<file path="src/rtl/wdog_pkg.sv">
package wdog_pkg;
    typedef enum logic [1:0] {
        CLR_IDLE   = 2'd0,
        CLR_HAVE_A = 2'd1,
        CLR_HAVE_B = 2'd2
    } clr_state_t;

    typedef enum logic {
        RUN_OFF = 1'b0,
        RUN_ON  = 1'b1
    } run_state_t;
endpackage

</file>
<file path="src/rtl/wdog_pair_fsm.sv">
module wdog_pair_fsm
    import wdog_pkg::*;
(
    input  logic clk,
    input  logic rst,
    input  logic arm,
    input  logic clr_a,
    input  logic clr_b,
    output logic pair_done
);
    clr_state_t state_q, state_d;

    // state register
    always_ff @(posedge clk) begin
        if (rst) state_q <= CLR_IDLE;
        else     state_q <= state_d;
    end

    // next state
    always_comb begin
        state_d = state_q;
        if (!arm) begin
            state_d = CLR_IDLE;
        end else begin
            unique case (state_q)
                CLR_IDLE: begin
                    if (clr_a && clr_b) state_d = CLR_IDLE;
                    else if (clr_a)     state_d = CLR_HAVE_A;
                    else if (clr_b)     state_d = CLR_HAVE_B;
                end
                CLR_HAVE_A: if (clr_b) state_d = CLR_IDLE;
                CLR_HAVE_B: if (clr_a) state_d = CLR_IDLE;
                default: state_d = CLR_IDLE;
            endcase
        end
    end

    // outputs
    always_comb begin
        pair_done = 1'b0;
        if (arm) begin
            unique case (state_q)
                CLR_IDLE:   pair_done = clr_a && clr_b;
                CLR_HAVE_A: pair_done = clr_b;
                CLR_HAVE_B: pair_done = clr_a;
                default:    pair_done = 1'b0;
            endcase
        end
    end
endmodule

</file>
<file path="src/rtl/wdog_term_sel.sv">
module wdog_term_sel #(
    parameter int EXP_MIN   = 8,
    parameter int EXP_SEL_W = 2,
    localparam int NSEL     = 1 << EXP_SEL_W,
    localparam int CW       = EXP_MIN + NSEL - 1
) (
    input  logic [EXP_SEL_W-1:0] exp_sel,
    output logic [CW-1:0]        term
);
    logic [CW-1:0] term_tab [NSEL];

    for (genvar g = 0; g < NSEL; g++) begin : g_term
        localparam int SH = NSEL - 1 - g;
        assign term_tab[g] = {CW{1'b1}} >> SH;
    end

    assign term = term_tab[exp_sel];
endmodule

</file>
<file path="src/rtl/wdog_count.sv">
module wdog_count
    import wdog_pkg::*;
#(
    parameter int CW = 11
) (
    input  logic          clk,
    input  logic          rst,
    input  logic          en,
    input  logic          clr,
    input  logic [CW-1:0] term,
    output logic          tmo
);
    run_state_t    run_q, run_d;
    logic [CW-1:0] cnt_q, cnt_d;
    logic          tmo_d;

    // state register
    always_ff @(posedge clk) begin
        if (rst) begin
            run_q <= RUN_OFF;
            cnt_q <= '0;
            tmo   <= 1'b0;
        end else begin
            run_q <= run_d;
            cnt_q <= cnt_d;
            tmo   <= tmo_d;
        end
    end

    // transitions and counter datapath
    always_comb begin
        run_d = run_q;
        cnt_d = cnt_q;
        tmo_d = 1'b0;
        unique case (run_q)
            RUN_OFF: begin
                cnt_d = '0;
                if (en) run_d = RUN_ON;
            end
            RUN_ON: begin
                if (!en) begin
                    run_d = RUN_OFF;
                    cnt_d = '0;
                end else if (clr) begin
                    cnt_d = '0;
                end else if (cnt_q == term) begin
                    cnt_d = '0;
                    tmo_d = 1'b1;
                end else begin
                    cnt_d = cnt_q + 1'b1;
                end
            end
            default: begin
                run_d = RUN_OFF;
                cnt_d = '0;
            end
        endcase
    end
endmodule

</file>
<file path="src/rtl/wdog_timer.sv">
module wdog_timer #(
    parameter int EXP_MIN   = 8,
    parameter int EXP_SEL_W = 2
) (
    input  logic                 clk,
    input  logic                 rst,
    input  logic                 en_cfg,
    input  logic [EXP_SEL_W-1:0] exp_sel,
    input  logic                 dual_mode,
    input  logic                 clr_single,
    input  logic                 clr_a,
    input  logic                 clr_b,
    output logic                 tmo_pulse
);
    localparam int NSEL = 1 << EXP_SEL_W;
    localparam int CW   = EXP_MIN + NSEL - 1;

    logic [CW-1:0] term;
    logic          pair_done;
    logic          clr_go;

    wdog_term_sel #(.EXP_MIN(EXP_MIN), .EXP_SEL_W(EXP_SEL_W)) u_term (
        .exp_sel (exp_sel),
        .term    (term)
    );

    wdog_pair_fsm u_pair (
        .clk       (clk),
        .rst       (rst),
        .arm       (en_cfg && dual_mode),
        .clr_a     (clr_a),
        .clr_b     (clr_b),
        .pair_done (pair_done)
    );

    assign clr_go = en_cfg && (dual_mode ? pair_done : clr_single);

    wdog_count #(.CW(CW)) u_cnt (
        .clk  (clk),
        .rst  (rst),
        .en   (en_cfg),
        .clr  (clr_go),
        .term (term),
        .tmo  (tmo_pulse)
    );
endmodule

</file>
<file path="config.mk">
export PLATFORM = sky130hd
export DESIGN_NAME = wdog_timer
export DESIGN_NICKNAME = d
export VERILOG_FILES = /design/src/rtl/wdog_pkg.sv /design/src/rtl/wdog_pair_fsm.sv /design/src/rtl/wdog_term_sel.sv /design/src/rtl/wdog_count.sv /design/src/rtl/wdog_timer.sv
export SDC_FILE = /design/constraint.sdc
export NUM_CORES = 1
export LEC_CHECK = 0
export CORE_AREA = 2 2 41 43
export CTS_BUF_LIST = sky130_fd_sc_hd__clkbuf_4 sky130_fd_sc_hd__clkbuf_8
export CTS_CLUSTER_SIZE = 10
export DETAILED_ROUTE_END_ITERATION = 6
export DIE_AREA = 0 0 43 45
export PLACE_DENSITY = 0.71
export RECOVER_POWER = 25
export SLEW_MARGIN = 20
export SYNTH_ARGS = -nofsm -noshare
export SYNTH_HDL_FRONTEND = slang
export SYNTH_SLANG_ARGS = --single-unit
</file>
<file path="constraint.sdc">
create_clock -name clk -period 1.35 [get_ports clk]
set_input_delay 0.3375 -clock clk [delete_from_list [all_inputs] [get_ports clk]]
set_output_delay 0.3375 -clock clk [all_outputs]
set_load 0.02 [all_outputs]
</file>
=== Yosys cells after proc, flatten, opt, wreduce, memory -nomap -nowiden ===
Index checks and enable logic that the tools add are counted.
Widths: inputs -> output; s select.

* Register bits: 15
* Latch bits: 0
* Bits in writable memories: 0
* ROM bits: 0
* Input bits: 9
* Output and inout port bits: 1
* Word-level logic and storage cells: 41
* Memories: 0

* $add $sub $neg: 1
* Multiply operators: 0
* Divide/modulo/power cells: 0
* Order comparisons: 1
* Equal/unequal tests: 6
* Shifts and indexed selects: 0
* Mux-type cells: 18
* Bitwise operators: 4
* Reductions and logical operators: 7

{| class="wikitable"
|+ Operator list
! cell !! number
|-
| $mux 11 || 5
|-
| $bmux 11 s2 || 1
|-
| $pmux 11 s2 || 1
|-
| $add 11x1->11 const B || 1
|-
| $eq 11x11->1 || 1
|-
| $mux 2 || 5
|-
| $pmux 2 s3 || 1
|-
| $mux 1 || 4
|-
| $ne 2x2->1 const B || 2
|-
| $ne 4x3->1 const B || 1
|-
| $reduce_or 4->1 || 1
|-
| $ge 3x3->1 const B || 1
|-
| $logic_and 1x1->1 || 3
|-
| $not 1->1 || 3
|-
| $not 2->3 || 1
|-
| $pmux 1 s3 || 1
|-
| $reduce_and 3->1 || 1
|-
| $eq 2x1->1 const B || 1
|-
| $eq 2x2->1 const B || 1
|-
| $logic_not 2->1 || 1
|-
| $reduce_or 2->1 || 1
|}

=== Depth between registers and ports, before layout ===
* Depth in word-level cells: 9
* Gate-level depth with buffers: 5
* Mapped depth without buffers: 5

=== By module ===
From an unflattened synthesis, not the netlist that was laid out.

* Cells, all modules: 89
* Area, all modules: 819.5 sq um

{| class="wikitable"
|+ By module, submodules not included
! module !! instances !! cells an instance !! area each (sq um) !! sequential area each (sq um)
|-
| wdog_count || 1 || 65 || 625.6 || 260.2
|-
| wdog_pair_fsm || 1 || 9 || 85.1 || 40.0
|-
| wdog_term_sel || 1 || 12 || 85.1 || 0.0
|-
| wdog_timer || 1 || 3 || 23.8 || 0.0
|}

=== Least setup slack after synthesis ===
OpenSTA, ideal clock, no wires.

* Path kind: register to register
* Start point: reg u_cnt.cnt_q[0]
* End point: reg u_cnt.tmo
* Setup time: 0.060 ns
* Arrival: 1.212 ns
* Required time: 1.290 ns
* Slack: 0.078 ns
* Cell stages (with the launch flop): 6
* Path buffers: 0
* Clock period less this slack: 1.272 ns
* Cell sequence: dfxtp_1 > ha_1 > and3_1 > nand2_1 > a21oi_4 > and3_1

* Longest elaborated chain between the ends: 2

{| class="wikitable"
|+ RTL lines
! what !! line !! text
|-
| start, declared || wdog_count.sv:14 || <nowiki>logic [CW-1:0] cnt_q, cnt_d;</nowiki>
|-
| start signal, assigned || wdog_count.sv:25 || <nowiki>cnt_q <= cnt_d;</nowiki>
|-
| $eq 11x11->1 || wdog_count.sv:46 || <nowiki>end else if (cnt_q == term) begin</nowiki>
|-
| $mux 1 || wdog_count.sv:46 ||
|-
| end signal, assigned || wdog_count.sv:26 || <nowiki>tmo <= tmo_d;</nowiki>
|-
| end, declared || wdog_count.sv:11 || <nowiki>output logic tmo</nowiki>
|}

Every way passes these cells.
A chain may end at the register's enable or synchronous reset.

=== Worst setup path in the final report ===
* Start point: reg u_pair.state_q[0]
* End point: reg u_cnt.tmo

* Longest elaborated chain between the ends: 6
* Elaborated cells on any way between the ends: 8
* Classes of those cells: eq/ne: 2; mux: 3; reduce/logical: 3

{| class="wikitable"
|+ RTL lines
! what !! line !! text
|-
| start, declared || wdog_pair_fsm.sv:11 || <nowiki>clr_state_t state_q, state_d;</nowiki>
|-
| start signal, assigned || wdog_pair_fsm.sv:16 || <nowiki>else state_q <= state_d;</nowiki>
|-
| $eq 2x2->1 (tied with other cells) || wdog_pair_fsm.sv:42 || <nowiki>unique case (state_q)</nowiki>
|-
| $pmux 1 s3 * || wdog_pair_fsm.sv:42 ||
|-
| $mux 1 * || wdog_pair_fsm.sv:41 || <nowiki>if (arm) begin</nowiki>
|-
| $mux 1 * || wdog_timer.sv:36 || <nowiki>assign clr_go = en_cfg && (dual_mode ? pair_done : clr_single);</nowiki>
|-
| $logic_and 1x1->1 * || wdog_timer.sv:36 ||
|-
| $reduce_or 4->1 (no line) * || n/a ||
|}

Mark *: on every way between the ends. The rest lies on a longest branch, timed or not.

==> qor.txt <==
# rows: 14
DP HPWL: 917 um
setup ws final: 51.4 ps
clk root buf: clkbuf_4
pwr/cell area: 798 nW/um2
Crit Path Category: reg2reg
CTS Buf Count: 3
Max-Cap Viols: 0
io pins: 10
largest family of logic cells by synthesized area: simple AND/OR/NAND/NOR gates
average size of a mapped cell: 9.43 um2
Layout area overhead: 43.2%
syn nets: 81
fillcell total: 136
count of pins over their slew limit: 0
Worst Tran Pin Value: 285 ps
Synth Area in Compound Gates: 4.30%
CTS H-Tree Depth: 1
post-synthesis adder-cell area fraction: 1.87%
vias in the first global route: 604
DRT Pass-1 Iters: 3
Ant. Diodes: 0
register bit total from synthesis: 15
Peak Freq: 770 MHz
post-synthesis mux area share: 0%
nets@finish: 107
first-pass GRT wire length: 2.45 mm
unrepaired setup endpoints after global routing: false
Cells after Synth: 71
Multi-input gate area: 442 um2
clock power share: 34.1%
CTS Buffer Depth: 2
# setup viols final: 0
hold-fix buffer count after cts: 0
routed length per instance: 12.2 um
crit path time final: 1300 ps
commonest cells after routing, fill and taps aside: 11 x dfxtp_1, 10 x buf_4, 7 x xor2_1, 7 x dlygate4sd2_1
initial core utilization: 45.5%
WL final: 1.37 mm
DRC Markers: 0
Total GRT Usage: 17.1%
commonest non-fill, non-tap cell in the layout: dfxtp_1
clock slew at reported path FFs: 100 ps
post-CTS setup buffers: 0
die area: 1940 um2
relative slew slack: 80.8%
drt via density: 5.41
FF+latch area: 305 um2
Clock Latency Late Sink: 290 ps
HP Class: in2reg
run status: finished clean
critical path peak fanout: 3
pin count of the biggest net entering global routing: 10
final hold vios: 0
VDD IR-drop max: 646 uV
grt ovf: 0
initial antenna violation count: 0
Place WS: -458 ps
fraction of layout cells with a size suffix above 1: 38.5%
Final ANT Viol Nets: 0
Port Buf Inserts: 9
TritonCTS clock tree: built
clock sink count: 15
Tot Pwr: 0.765 mW
Vias: 606
Combinational Power Share: 7.4%
DRT iter0 DRCs: 7
Yosys Warn Count: 0
CP Data Required Time: 1530 ps
DIE WIDTH: 43 um
Period Utilization, post-route: 96.2%
share of power burned in registers: 58.5%
Post-Synth Simple-Gate Area: 35.5%
Leakage Power: 0.378 nW
Int Power: 0.588 mW
Post-Syn Area: 669 um2
core area: 1470 um2
Die H: 45 um
crit start category: register
Post-Synth XOR/XNOR Area: 11.8%
Sw Share: 23.1%
count of cell types in the netlist: 23
Worst setup EP type: register
Switch Pwr: 0.177 mW
sequential element share of the synthesized area: 44.9%
routability cong.: 0.671
clock skew: 10.5 ps
WP data arrival: 1480 ps
layout make-up:
type,instances,share of cell area (%)
clock buffers,3,2.35
clock inverters,1,0.522
repair buffers,20,17.1
well taps,16,2.09
multi-input cells,57,46.1
flip-flops and latches,15,31.9
worst max-delay path, stage by stage, from the launching register on:
cell     delay, ps
dfxtp_2        360
nor2_2          50
or4b_4         580
and3_1         200
cell families (layout without fill, tap and decap cells):
kind of cell	count (synthesis)	after routing
flip-flops	15	15
AO/OA/AOI/OAI	3	4
buffers and inverters	1	24
adder cells (fa/ha/maj)	1	1
AND/OR/NAND/NOR	42	43
XOR/XNOR	9	9
registers in the layout, summed over array words and instances (netlist names):
| register | cells |
|---|---|
| u_cnt.cnt_q | 11 |
| u_pair.state_q | 2 |
| u_cnt.run_q | 1 |
| u_cnt.tmo | 1 |
cells in the mapped netlist:
master	instances	area share, %
nor3_1	8	6.0
nand2b_1	1	0.94
nand2_1	6	3.4
xor2_1	8	10
nand2_2	1	0.94
nor2b_1	2	1.9
nor2_1	6	3.4
and4_2	1	1.5
and3_1	5	4.7
nand4_1	2	1.9
a22oi_1	1	1.1
a21oi_4	1	2.4
dfxtp_1	15	45
and4_1	1	1.3
nor3b_1	2	2.2
or4b_4	1	2.1
and3b_1	1	1.3
ha_1	1	1.9
o21ai_1	1	0.75
nand3_1	3	2.2
nor4_1	2	1.9
buf_6	1	1.7
xnor2_1	1	1.3
power by group through the flow:
stage | logic (mW) | registers [mW] | clock network (mW)
after floorplan | 0.0169 | 0.457 | 0
after global placement | 0.0535 | 0.457 | 0
after detailed placement | 0.0551 | 0.457 | 0
after CTS | 0.0569 | 0.447 | 0.262
after global routing | 0.0622 | 0.448 | 0.281
final | 0.0568 | 0.447 | 0.261
per-layer routing:
metal	vias up	wire length (um)	GRT usage (%)
met5	-	0	0
met1	283	579	19.1
met3	5	46	2.40
met2	12	708	31.5
li1	306	-	-
met4	0	35	9.09
stage by stage:
| stage | area [um2] | instances | util (%) | hold WS (ps) | setup TNS (ps) |
|---|---|---|---|---|---|
| after floorplan | 669 | 71 | - | 415 | 0 |
| after global placement | 851 | 106 | 57.8 | 434 | -5310 |
| after detailed placement | 851 | 106 | 57.8 | 456 | -5580 |
| after CTS | 937 | 112 | 63.7 | 352 | 0 |
| after global routing | 958 | 112 | 65.1 | 352 | 0 |
| final | 958 | 112 | 65.1 | 341 | 0 |
path summary, 6_finish.rpt:
check | start | endpoint | slack, ps | cells after the start
setup reg to reg | u_pair.state_q[0] | u_cnt.tmo | 50 | 3
hold / removal | clr_b | u_pair.state_q[0] | 340 | 2
setup / recovery | u_pair.state_q[0] | u_cnt.tmo | 50 | 3
hold reg to reg | u_pair.state_q[1] | u_pair.state_q[0] | 450 | 1
what timing repair did:
action | in CTS | in global routing
setup endpoints to repair | 13 | 12
gates resized for setup | 17 | 8
gates cloned | 2 | 0
pin swaps | 7 | 0
(Power assumes the default switching activity.)
